--- src/rtl/trv_pkg.sv ---
// Shared types for the trap vector generator.
package trv_pkg;
    typedef enum logic [1:0] {
        RT_PRIV  = 2'd0,
        RT_HYPER = 2'd1,
        RT_RED   = 2'd2,
        RT_ERR   = 2'd3
    } route_t;

    typedef enum logic [1:0] {
        LV_USER  = 2'd0,
        LV_PRIV  = 2'd1,
        LV_HYPER = 2'd2
    } level_t;
endpackage

--- src/rtl/trv_route_sel.sv ---
// Route selector: classifies the trap into a route and picks the vector
// type. Purely combinational. Assumes MAX_PTL < MAX_TL-1.
module trv_route_sel
    import trv_pkg::*;
#(
    parameter int TL_W    = 3,
    parameter int TT_W    = 9,
    parameter int MAX_TL  = 6,
    parameter int MAX_PTL = 2,
    parameter int HYP_CUT = 384
) (
    input  logic [TL_W-1:0] tl_i,
    input  logic [TT_W-1:0] tt_i,
    input  logic            hpriv_i,
    input  logic            priv_i,
    input  logic            red_i,
    output route_t          route_o,
    output logic [TT_W-1:0] vtt_o
);
    localparam logic [TL_W-1:0] TL_RED  = TL_W'(MAX_TL - 1);
    localparam logic [TL_W-1:0] TL_ERR  = TL_W'(MAX_TL);
    localparam logic [TL_W-1:0] TL_PMAX = TL_W'(MAX_PTL);
    localparam logic [TT_W-1:0] TT_CUT  = TT_W'(HYP_CUT);
    localparam logic [TT_W-1:0] TT_REDV = TT_W'(5);
    localparam logic [TT_W-1:0] TT_WDOG = TT_W'(2);

    level_t cur_lvl;
    level_t nxt_lvl;

    // Current privilege level from the two state bits.
    always_comb begin
        if (hpriv_i)     cur_lvl = LV_HYPER;
        else if (priv_i) cur_lvl = LV_PRIV;
        else             cur_lvl = LV_USER;
    end

    // Level the trap is taken at: user escalates, others stay.
    always_comb begin
        case (cur_lvl)
            LV_HYPER: nxt_lvl = LV_HYPER;
            default:  nxt_lvl = LV_PRIV;
        endcase
    end

    // Prioritised route decision and vector type substitution.
    always_comb begin
        route_o = RT_PRIV;
        vtt_o   = tt_i;
        if (red_i || tl_i == TL_RED) begin
            route_o = RT_RED;
            vtt_o   = TT_REDV;
        end else if (tl_i >= TL_ERR) begin
            route_o = RT_ERR;
        end else if (tl_i > TL_PMAX && nxt_lvl == LV_PRIV) begin
            route_o = RT_HYPER;
            vtt_o   = TT_WDOG;
        end else if (nxt_lvl == LV_HYPER || tt_i >= TT_CUT) begin
            route_o = RT_HYPER;
        end
    end
endmodule

--- src/rtl/trv_vector_gen.sv ---
// Vector former: builds the handler PC for the chosen route from the base
// registers and vector type. Error route yields zero (not used by the top).
module trv_vector_gen
    import trv_pkg::*;
#(
    parameter int          ADDR_W   = 64,
    parameter int          TL_W     = 3,
    parameter int          TT_W     = 9,
    parameter int          HOFF_W   = 14,
    parameter logic [63:0] RED_BASE = 64'h0000_00FF_F000_0000
) (
    input  route_t            route_i,
    input  logic [TT_W-1:0]   vtt_i,
    input  logic [TL_W-1:0]   tl_i,
    input  logic [ADDR_W-1:0] hba_i,
    input  logic [ADDR_W-1:0] tba_i,
    output logic [ADDR_W-1:0] pc_o
);
    localparam logic [ADDR_W-1:0] HMASK = (ADDR_W'(1) << HOFF_W) - ADDR_W'(1);
    localparam logic [ADDR_W-1:0] PMASK = (ADDR_W'(1) << (HOFF_W + 1)) - ADDR_W'(1);
    localparam logic [ADDR_W-1:0] RMASK = ADDR_W'(8'hFF);
    localparam logic [ADDR_W-1:0] LVBIT = ADDR_W'(1) << HOFF_W;

    logic [ADDR_W-1:0] tt_sh;
    logic [ADDR_W-1:0] red_pc;
    logic [ADDR_W-1:0] hyp_pc;
    logic [ADDR_W-1:0] prv_pc;

    // Shifted type and the three candidate vectors.
    always_comb begin
        tt_sh  = ADDR_W'(vtt_i) << 5;
        red_pc = ADDR_W'(RED_BASE) | (tt_sh & RMASK);
        hyp_pc = (hba_i & ~HMASK) | (tt_sh & HMASK);
        prv_pc = (tba_i & ~PMASK) | (tt_sh & HMASK)
               | ((tl_i != '0) ? LVBIT : '0);
    end

    // Select the vector by route.
    always_comb begin
        case (route_i)
            RT_RED:   pc_o = red_pc;
            RT_HYPER: pc_o = hyp_pc;
            RT_PRIV:  pc_o = prv_pc;
            default:  pc_o = '0;
        endcase
    end
endmodule

--- src/rtl/trv_gen.sv ---
// Trap vector and routing generator top. Registers route, saved type and
// handler PC/NPC on a request strobe; pulses valid or error for one cycle.
// Assumes inputs are stable in the cycle req_i is high.
module trv_gen
    import trv_pkg::*;
#(
    parameter int ADDR_W  = 64,
    parameter int TL_W    = 3,
    parameter int TT_W    = 9,
    parameter int MAX_TL  = 6,
    parameter int MAX_PTL = 2,
    parameter int HYP_CUT = 384,
    parameter int INSN_B  = 4
) (
    input  logic              clk,
    input  logic              rst_n,
    input  logic              req_i,
    input  logic [TL_W-1:0]   tl_i,
    input  logic [TT_W-1:0]   tt_i,
    input  logic              hpriv_i,
    input  logic              priv_i,
    input  logic              red_i,
    input  logic [ADDR_W-1:0] hba_i,
    input  logic [ADDR_W-1:0] tba_i,
    output logic              vld_o,
    output logic              err_o,
    output logic [1:0]        route_o,
    output logic [TT_W-1:0]   tt_o,
    output logic [ADDR_W-1:0] pc_o,
    output logic [ADDR_W-1:0] npc_o
);
    route_t            sel_route;
    logic [TT_W-1:0]   sel_tt;
    logic [ADDR_W-1:0] sel_pc;

    trv_route_sel #(
        .TL_W(TL_W), .TT_W(TT_W), .MAX_TL(MAX_TL),
        .MAX_PTL(MAX_PTL), .HYP_CUT(HYP_CUT)
    ) u_sel (
        .tl_i(tl_i), .tt_i(tt_i), .hpriv_i(hpriv_i), .priv_i(priv_i),
        .red_i(red_i), .route_o(sel_route), .vtt_o(sel_tt)
    );

    trv_vector_gen #(
        .ADDR_W(ADDR_W), .TL_W(TL_W), .TT_W(TT_W)
    ) u_vec (
        .route_i(sel_route), .vtt_i(sel_tt), .tl_i(tl_i),
        .hba_i(hba_i), .tba_i(tba_i), .pc_o(sel_pc)
    );

    // Output register: capture on request, hold PC on the error route.
    always_ff @(posedge clk) begin
        if (!rst_n) begin
            vld_o   <= 1'b0;
            err_o   <= 1'b0;
            route_o <= '0;
            tt_o    <= '0;
            pc_o    <= '0;
            npc_o   <= '0;
        end else begin
            vld_o <= req_i && (sel_route != RT_ERR);
            err_o <= req_i && (sel_route == RT_ERR);
            if (req_i) begin
                route_o <= sel_route;
                tt_o    <= sel_tt;
                if (sel_route != RT_ERR) begin
                    pc_o  <= sel_pc;
                    npc_o <= sel_pc + ADDR_W'(INSN_B);
                end
            end
        end
    end
endmodule

--- config.mk ---
export PLATFORM = sky130hd
export DESIGN_NAME = trv_gen
export DESIGN_NICKNAME = d
export VERILOG_FILES = /design/src/rtl/trv_pkg.sv /design/src/rtl/trv_route_sel.sv /design/src/rtl/trv_vector_gen.sv /design/src/rtl/trv_gen.sv
export SDC_FILE = /design/constraint.sdc
export NUM_CORES = 1
export LEC_CHECK = 0
export ABC_AREA = 1
export CORE_ASPECT_RATIO = 0.6
export CORE_MARGIN = 4
export CORE_UTILIZATION = 60
export DETAILED_ROUTE_END_ITERATION = 8
export DONT_BUFFER_PORTS = 1
export PLACE_DENSITY = 0.79
export SETUP_SLACK_MARGIN = 0.2
export SLEW_MARGIN = 10
export SYNTH_ARGS = -nofsm -noshare
export SYNTH_HDL_FRONTEND = slang
export SYNTH_HIERARCHICAL = 1
export SYNTH_SLANG_ARGS = --single-unit
export TNS_END_PERCENT = 5
--- constraint.sdc ---
create_clock -name clk -period 2.1 [get_ports clk]
set_input_delay 0.315 -clock clk [delete_from_list [all_inputs] [get_ports clk]]
set_output_delay 0.315 -clock clk [all_outputs]
set_load 0.02 [all_outputs]
==> Word level (Yosys, flattened, before mapping) <==
Index checks and enable logic that the tools add are counted.
{ "totals": {"ff_bits": 141, "latch_bits": 0, "ramBits": 0, "rom_bits": 0, "in_bits": 146, "out_inout_bits": 141, "wordCells": 41, "mem_count": 0} }
{ "op_classes": {"addsub": 1, "multipliers": 0, "div_mod_pow": 0, "magnitude_cmp": 3, "n_eq_ne": 8, "shifts": 0, "muxes": 12, "bitwise_logic": 3, "reduce_logical": 8} }
{ "op_table": {"columns": ["op", "n"], "rows": [
  ["one-hot mux 64 bit (3 select lines)", 1],
  ["OR 64 x 14 -> 64 bit", 2],
  ["adder 64 x 3 -> 64 bit, second input constant", 1],
  ["OR 64 x 15 -> 64 bit", 1],
  ["2-to-1 mux 9 bit", 3],
  ["2-to-1 mux 15 bit", 1],
  ["2-to-1 mux 2 bit", 5],
  [">= comparator 9 bit, second input constant", 1],
  ["== test 2 bit, second input constant", 4],
  ["== test 2 x 1 -> 1 bit, second input constant", 2],
  ["== test 3 bit, second input constant", 1],
  [">= comparator 3 bit, second input constant", 1],
  ["greater-than comparator 3 x 2 -> 1 bit, second input constant", 1],
  ["logical AND 1 bit", 3],
  ["nonzero test 3 bit", 1],
  ["zero test 2 bit", 1],
  ["logical OR 1 bit", 2],
  ["2-to-1 mux 1 bit", 2],
  ["inequality test 2 bit, second input constant", 1],
  ["AND reduction 2 bit", 1]
]} }

==> Depth between registers and ports, before layout <==
{ "depth": {"ltp_word": 13, "ltp_mapped": 22, "mapped_depth_nobuf": 20} }

==> Hierarchy <==
Netlist, hierarchy kept.
{ "by_module_without_submodules": {"columns": ["module", "instances", "cells_per_inst", "area_per_inst_um2", "seq_area_each_um2"], "rows": [
  ["trv_gen", 1, 1101, 7073.0, 2782.7],
  ["trv_vector_gen", 1, 197, 807.0, 0.0],
  ["trv_route_sel", 1, 34, 146.4, 0.0]
]} }

==> Worst setup path after synthesis <==
OpenSTA, ideal clock, no wires.
{ "synth_path": {"path_kind": "input to register", "from": "input port tl_i[2]", "to": "register npc_o[18]", "setup_time_ns": 0.057, "arrival_ns": 1.992, "required_ns": 2.043, "path_slack_ns": 0.051, "stages": 15, "path_buffers": 1, "cell_sequence": "inv_1 > nor2_1 > nand2_1 > nand2_4 > a21oi_1 > inv_2 > nor2_1 > clkbuf_1 > nand2_1 > nand2_1 > inv_1 > xor2_1 > o21ai_0 > nand2_1 > inv_1"} }
{ "synth_between": {"elab_cells_between_ends": 23, "cone_classes": "add/sub: 1; order compare: 2; eq/ne: 4; mux: 8; bitwise: 3; reduce/logical: 5"} }
{ "synth_rtl": {"columns": ["item", "line", "text"], "rows": [
  ["start: declaration", "trv_gen.sv:18", "input logic [TL_W-1:0] tl_i,"],
  ["greater-than comparator 3 x 2 -> 1 bit", "trv_route_sel.sv:54", "end else if (tl_i > TL_PMAX && nxt_lvl == LV_PRIV) begin"],
  ["logical AND 1 bit", "trv_route_sel.sv:54", null],
  ["2-to-1 mux 2 bit", "trv_route_sel.sv:54", null],
  ["2-to-1 mux 2 bit", "trv_route_sel.sv:52", "end else if (tl_i >= TL_ERR) begin"],
  ["2-to-1 mux 2 bit (*)", "trv_route_sel.sv:49", "if (red_i || tl_i == TL_RED) begin"],
  ["net sel_route[0]", "trv_gen.sv:32", "route_t sel_route;"],
  ["== test 2 x 1 -> 1 bit, or another cell as far along", "trv_vector_gen.sv:40", "case (route_i)"],
  ["one-hot mux 64 bit (3 select lines) (*)", "trv_vector_gen.sv:40", null],
  ["net sel_pc[18]", "trv_gen.sv:34", "logic [ADDR_W-1:0] sel_pc;"],
  ["adder 64 x 3 -> 64 bit (*)", "trv_gen.sv:68", "npc_o <= sel_pc + ADDR_W'(INSN_B);"],
  ["end signal: assignment", "trv_gen.sv:68", null],
  ["end: declaration", "trv_gen.sv:30", "output logic [ADDR_W-1:0] npc_o"]
]} }
The timed path passes the listed nets; every way through them passes the cells marked *.
A chain may end at the register's enable or synchronous reset.

==> Worst setup path after layout <==
{ "layout_path": {"from": "input port tl_i[2]", "to": "register npc_o[38]"} }
Same word-level chain as after synthesis.

==> results.toml <==
[routing]
drt_pass1_iterations = 6
route.antenna.remaining_nets = 0
vias = 8766
drcViolationCount = 0
viasPerCell = 5.700
wl_per_cell_um = 19.18
drtIter0Drc = 929
totalWireLength_um = 29500

[pwr]
vdd_drop_max_v = 0.0004882
p_per_area_nw_per_um2 = 806.2
power_uw = 7400
leakage_uw = 0.004239

[logic_synthesis]
synth_fa_ha_area_frac = 0.001559
avgSynthCellArea_um2 = 6.026
synthMuxAreaShare = 0
synth_edf_count = 0
synth.most_common_cell = "nand2_1"
yosysSeqAreaShare = 0.3467
synthTopCellsByArea = "dfxtp_1, nand2_1, nor2_1"
synth_top_family_by_area = "simple AND/OR/NAND/NOR gates"
synth_cells = 1332
ys.flop_type = "dfxtp_1"
synth_compound_area_frac = 0.08683
ys_warn_count = 6
synth_top_area_frac = 0.3467
synth_area_leader_cell = "dfxtp_1"
async_flop_share = 0
synth_xor_area_frac = 0.007638
synth_seq_cells = 139
synthTopCellsByCount = "nand2_1, nor2_1, dfxtp_1"
netlist_area_um2 = 8026
synthSimpleGateAreaFrac = 0.4528
synth_cell_type_count = 31

[cells_and_area]
area_delta_synth_final_pct = 14.36
fillers = 1167
layout-drive-gt1-share = 0.1009
final_cell_area_um2 = 9179
multiInputGateArea_um2 = 4461
seqCellArea_um2 = 2783
diodes = 0
fin_util = 0.7076
nets = 1502
fin_cells = 1538

[cts]
cts_tree = "yes"
clk_pin_slew_ps = 60
htree_levels = 4
clk_path_buf_depth = 2
cts_num_sinks = 139
numCtsBuffers = 17
insertion_delay_ps = 420
root_buffer = "clkbuf_16"
post-cts-setup-buffer-count = 0

[sta]
period_minus_slack_ps = 1746
max-slew-margin-rel = 0.5713
final_max_slew_viol_count = 0
fmaxAchievable_mhz = 572.8
max_slew.worst_pin.slew_ps = 640.7
rsz0062_at_grt = "no"
period_share = 0.8313
hold_viol = 0
clock-skew-final_ps = 0
setup_viol = 0

[floorplan]
fp.dieW_um = 157.3
die_y_um = 97.59
dieArea_um2 = 15350
start_util = 0.6187
fp-row-count = 32
core_area_um2 = 12970
design.portCount = 287

[placement]
dp_cells = 1503
port_buffers = 0
dpl-instance-area_um2 = 8539
place_congestion = 1.019
hpwl_um = 22600

[global_routing]
grt_pass1_vias = 7977
overflow = 0
grt_use_total = 0.3736
grt_pass1_wl_um = 44550
grt_max_degree = 74
grt_antenna_before_repair = 0

[critical_path]
end_kind = "flip-flop"
critPathSlowestCell = "nand3_1"
critPathArrivalTime_ps = 2070
path_class = "input pin to flip-flop"
crit_path_frequent_cell = "nand2_1"
worst_setup_path_start_kind = "input pin"
path_max_fanout = 12
cp_cell_sequence = "inv_1 -> nor2_1 -> nand2_1 -> nand2_4 -> a21oi_4 -> inv_2 -> nand2_1 -> buf_12 -> nand3_1 -> nand2_1 -> o21bai_1 -> nand3_1 -> nand2_1 -> inv_1"
crit_required_ps = 2430
slowest_delay_ps = 270
rrSetupSlack_ps = 1190

[job]
cap_viol_max_count = 0

[worst_hold_path]
hp-class = "input pin to flip-flop"

[outcome]
status = "finished clean"
flip-flops by register name, indices dropped and copies added (netlist names):
register	cells
pc_o	64
tt_o	9
route_o	2
err_o	1
vld_o	1
npc_o	62
per-stage QoR:
stage / setup TNS, ps / hold WS (ps) / worst slack, ps
finish: 0 / 3.090 / 354.2
global route: 0 / 11.19 / 259.7
CTS: 0 / 0.5169 / 344.5
detailed placement: -185.9 / 428.3 / -56.87
global placement: 0 / 427.3 / 33.75
floorplan: 0 / 481.7 / 195.6
final cells by class:
| cell class | count | area share |
|---|---|---|
| sequential | 139 | 0.3032 |
| timing repair buffer | 66 | 0.06570 |
| inverter | 138 | 0.05671 |
| clock inverter | 12 | 0.01772 |
| multi-input combinational | 993 | 0.4860 |
| clock buffer | 20 | 0.04757 |
| tap | 170 | 0.02317 |
logic make-up after synthesis:
logic type,count (synthesis)
flip-flops,139
other,1
adder cells (fa/ha/maj),1
AO/OA/AOI/OAI,115
buffers and inverters,204
AND/OR/NAND/NOR,865
XOR/XNOR,7
timing repair:
item | 4_1_cts | 5_1_grt
setup endpoints to repair | 0 | 8
endpoints found under the hold margin | 3 | 1
resized for setup | 0 | 2
hold buffers | 2 | 1
cells in the final DEF (no fill, tap or decap), types with 12 or more instances in the layout:
master,count
a31oi_1,16
nand3_1,124
a211oi_1,25
nand4_1,13
o21ai_0,30
nor3_1,18
nor2_2,12
dfxtp_1,139
buf_4,55
nand2_1,434
a21oi_1,24
clkbuf_16,17
inv_1,132
o21bai_1,14
nor2_1,235
where the power goes:
group          switching (uW)  internal, uW  leakage [uW]  total, uW
clock                    1270          1890      0.000291       3160
combinational             723           379       0.00281       1100
sequential                336          2800       0.00114       3140
critical path: cells and delay by family:
kind	cells	cell delay, ps
AOI/OAI and AO/OA	2	410
buffers and inverters	4	350
and+or+nand+nor	8	970
final timing paths:
| kind | cells after the start | to | startpoint |
|---|---|---|---|
| max reg2reg | 2 | pc_o[1] | pc_o[1] |
| min | 2 | npc_o[11] | rst_n |
| max | 14 | npc_o[38] | tl_i[2] |
| min reg2reg | 2 | pc_o[49] | pc_o[49] |
routing by layer:
layer  global-route usage  part of all wire
met1               0.5255              0.42
met2               0.5359              0.41
met3               0.1478              0.16
met4              0.08592             0.016
met5                    0                 0
No activity file was read; power rests on OpenSTA's default activity.
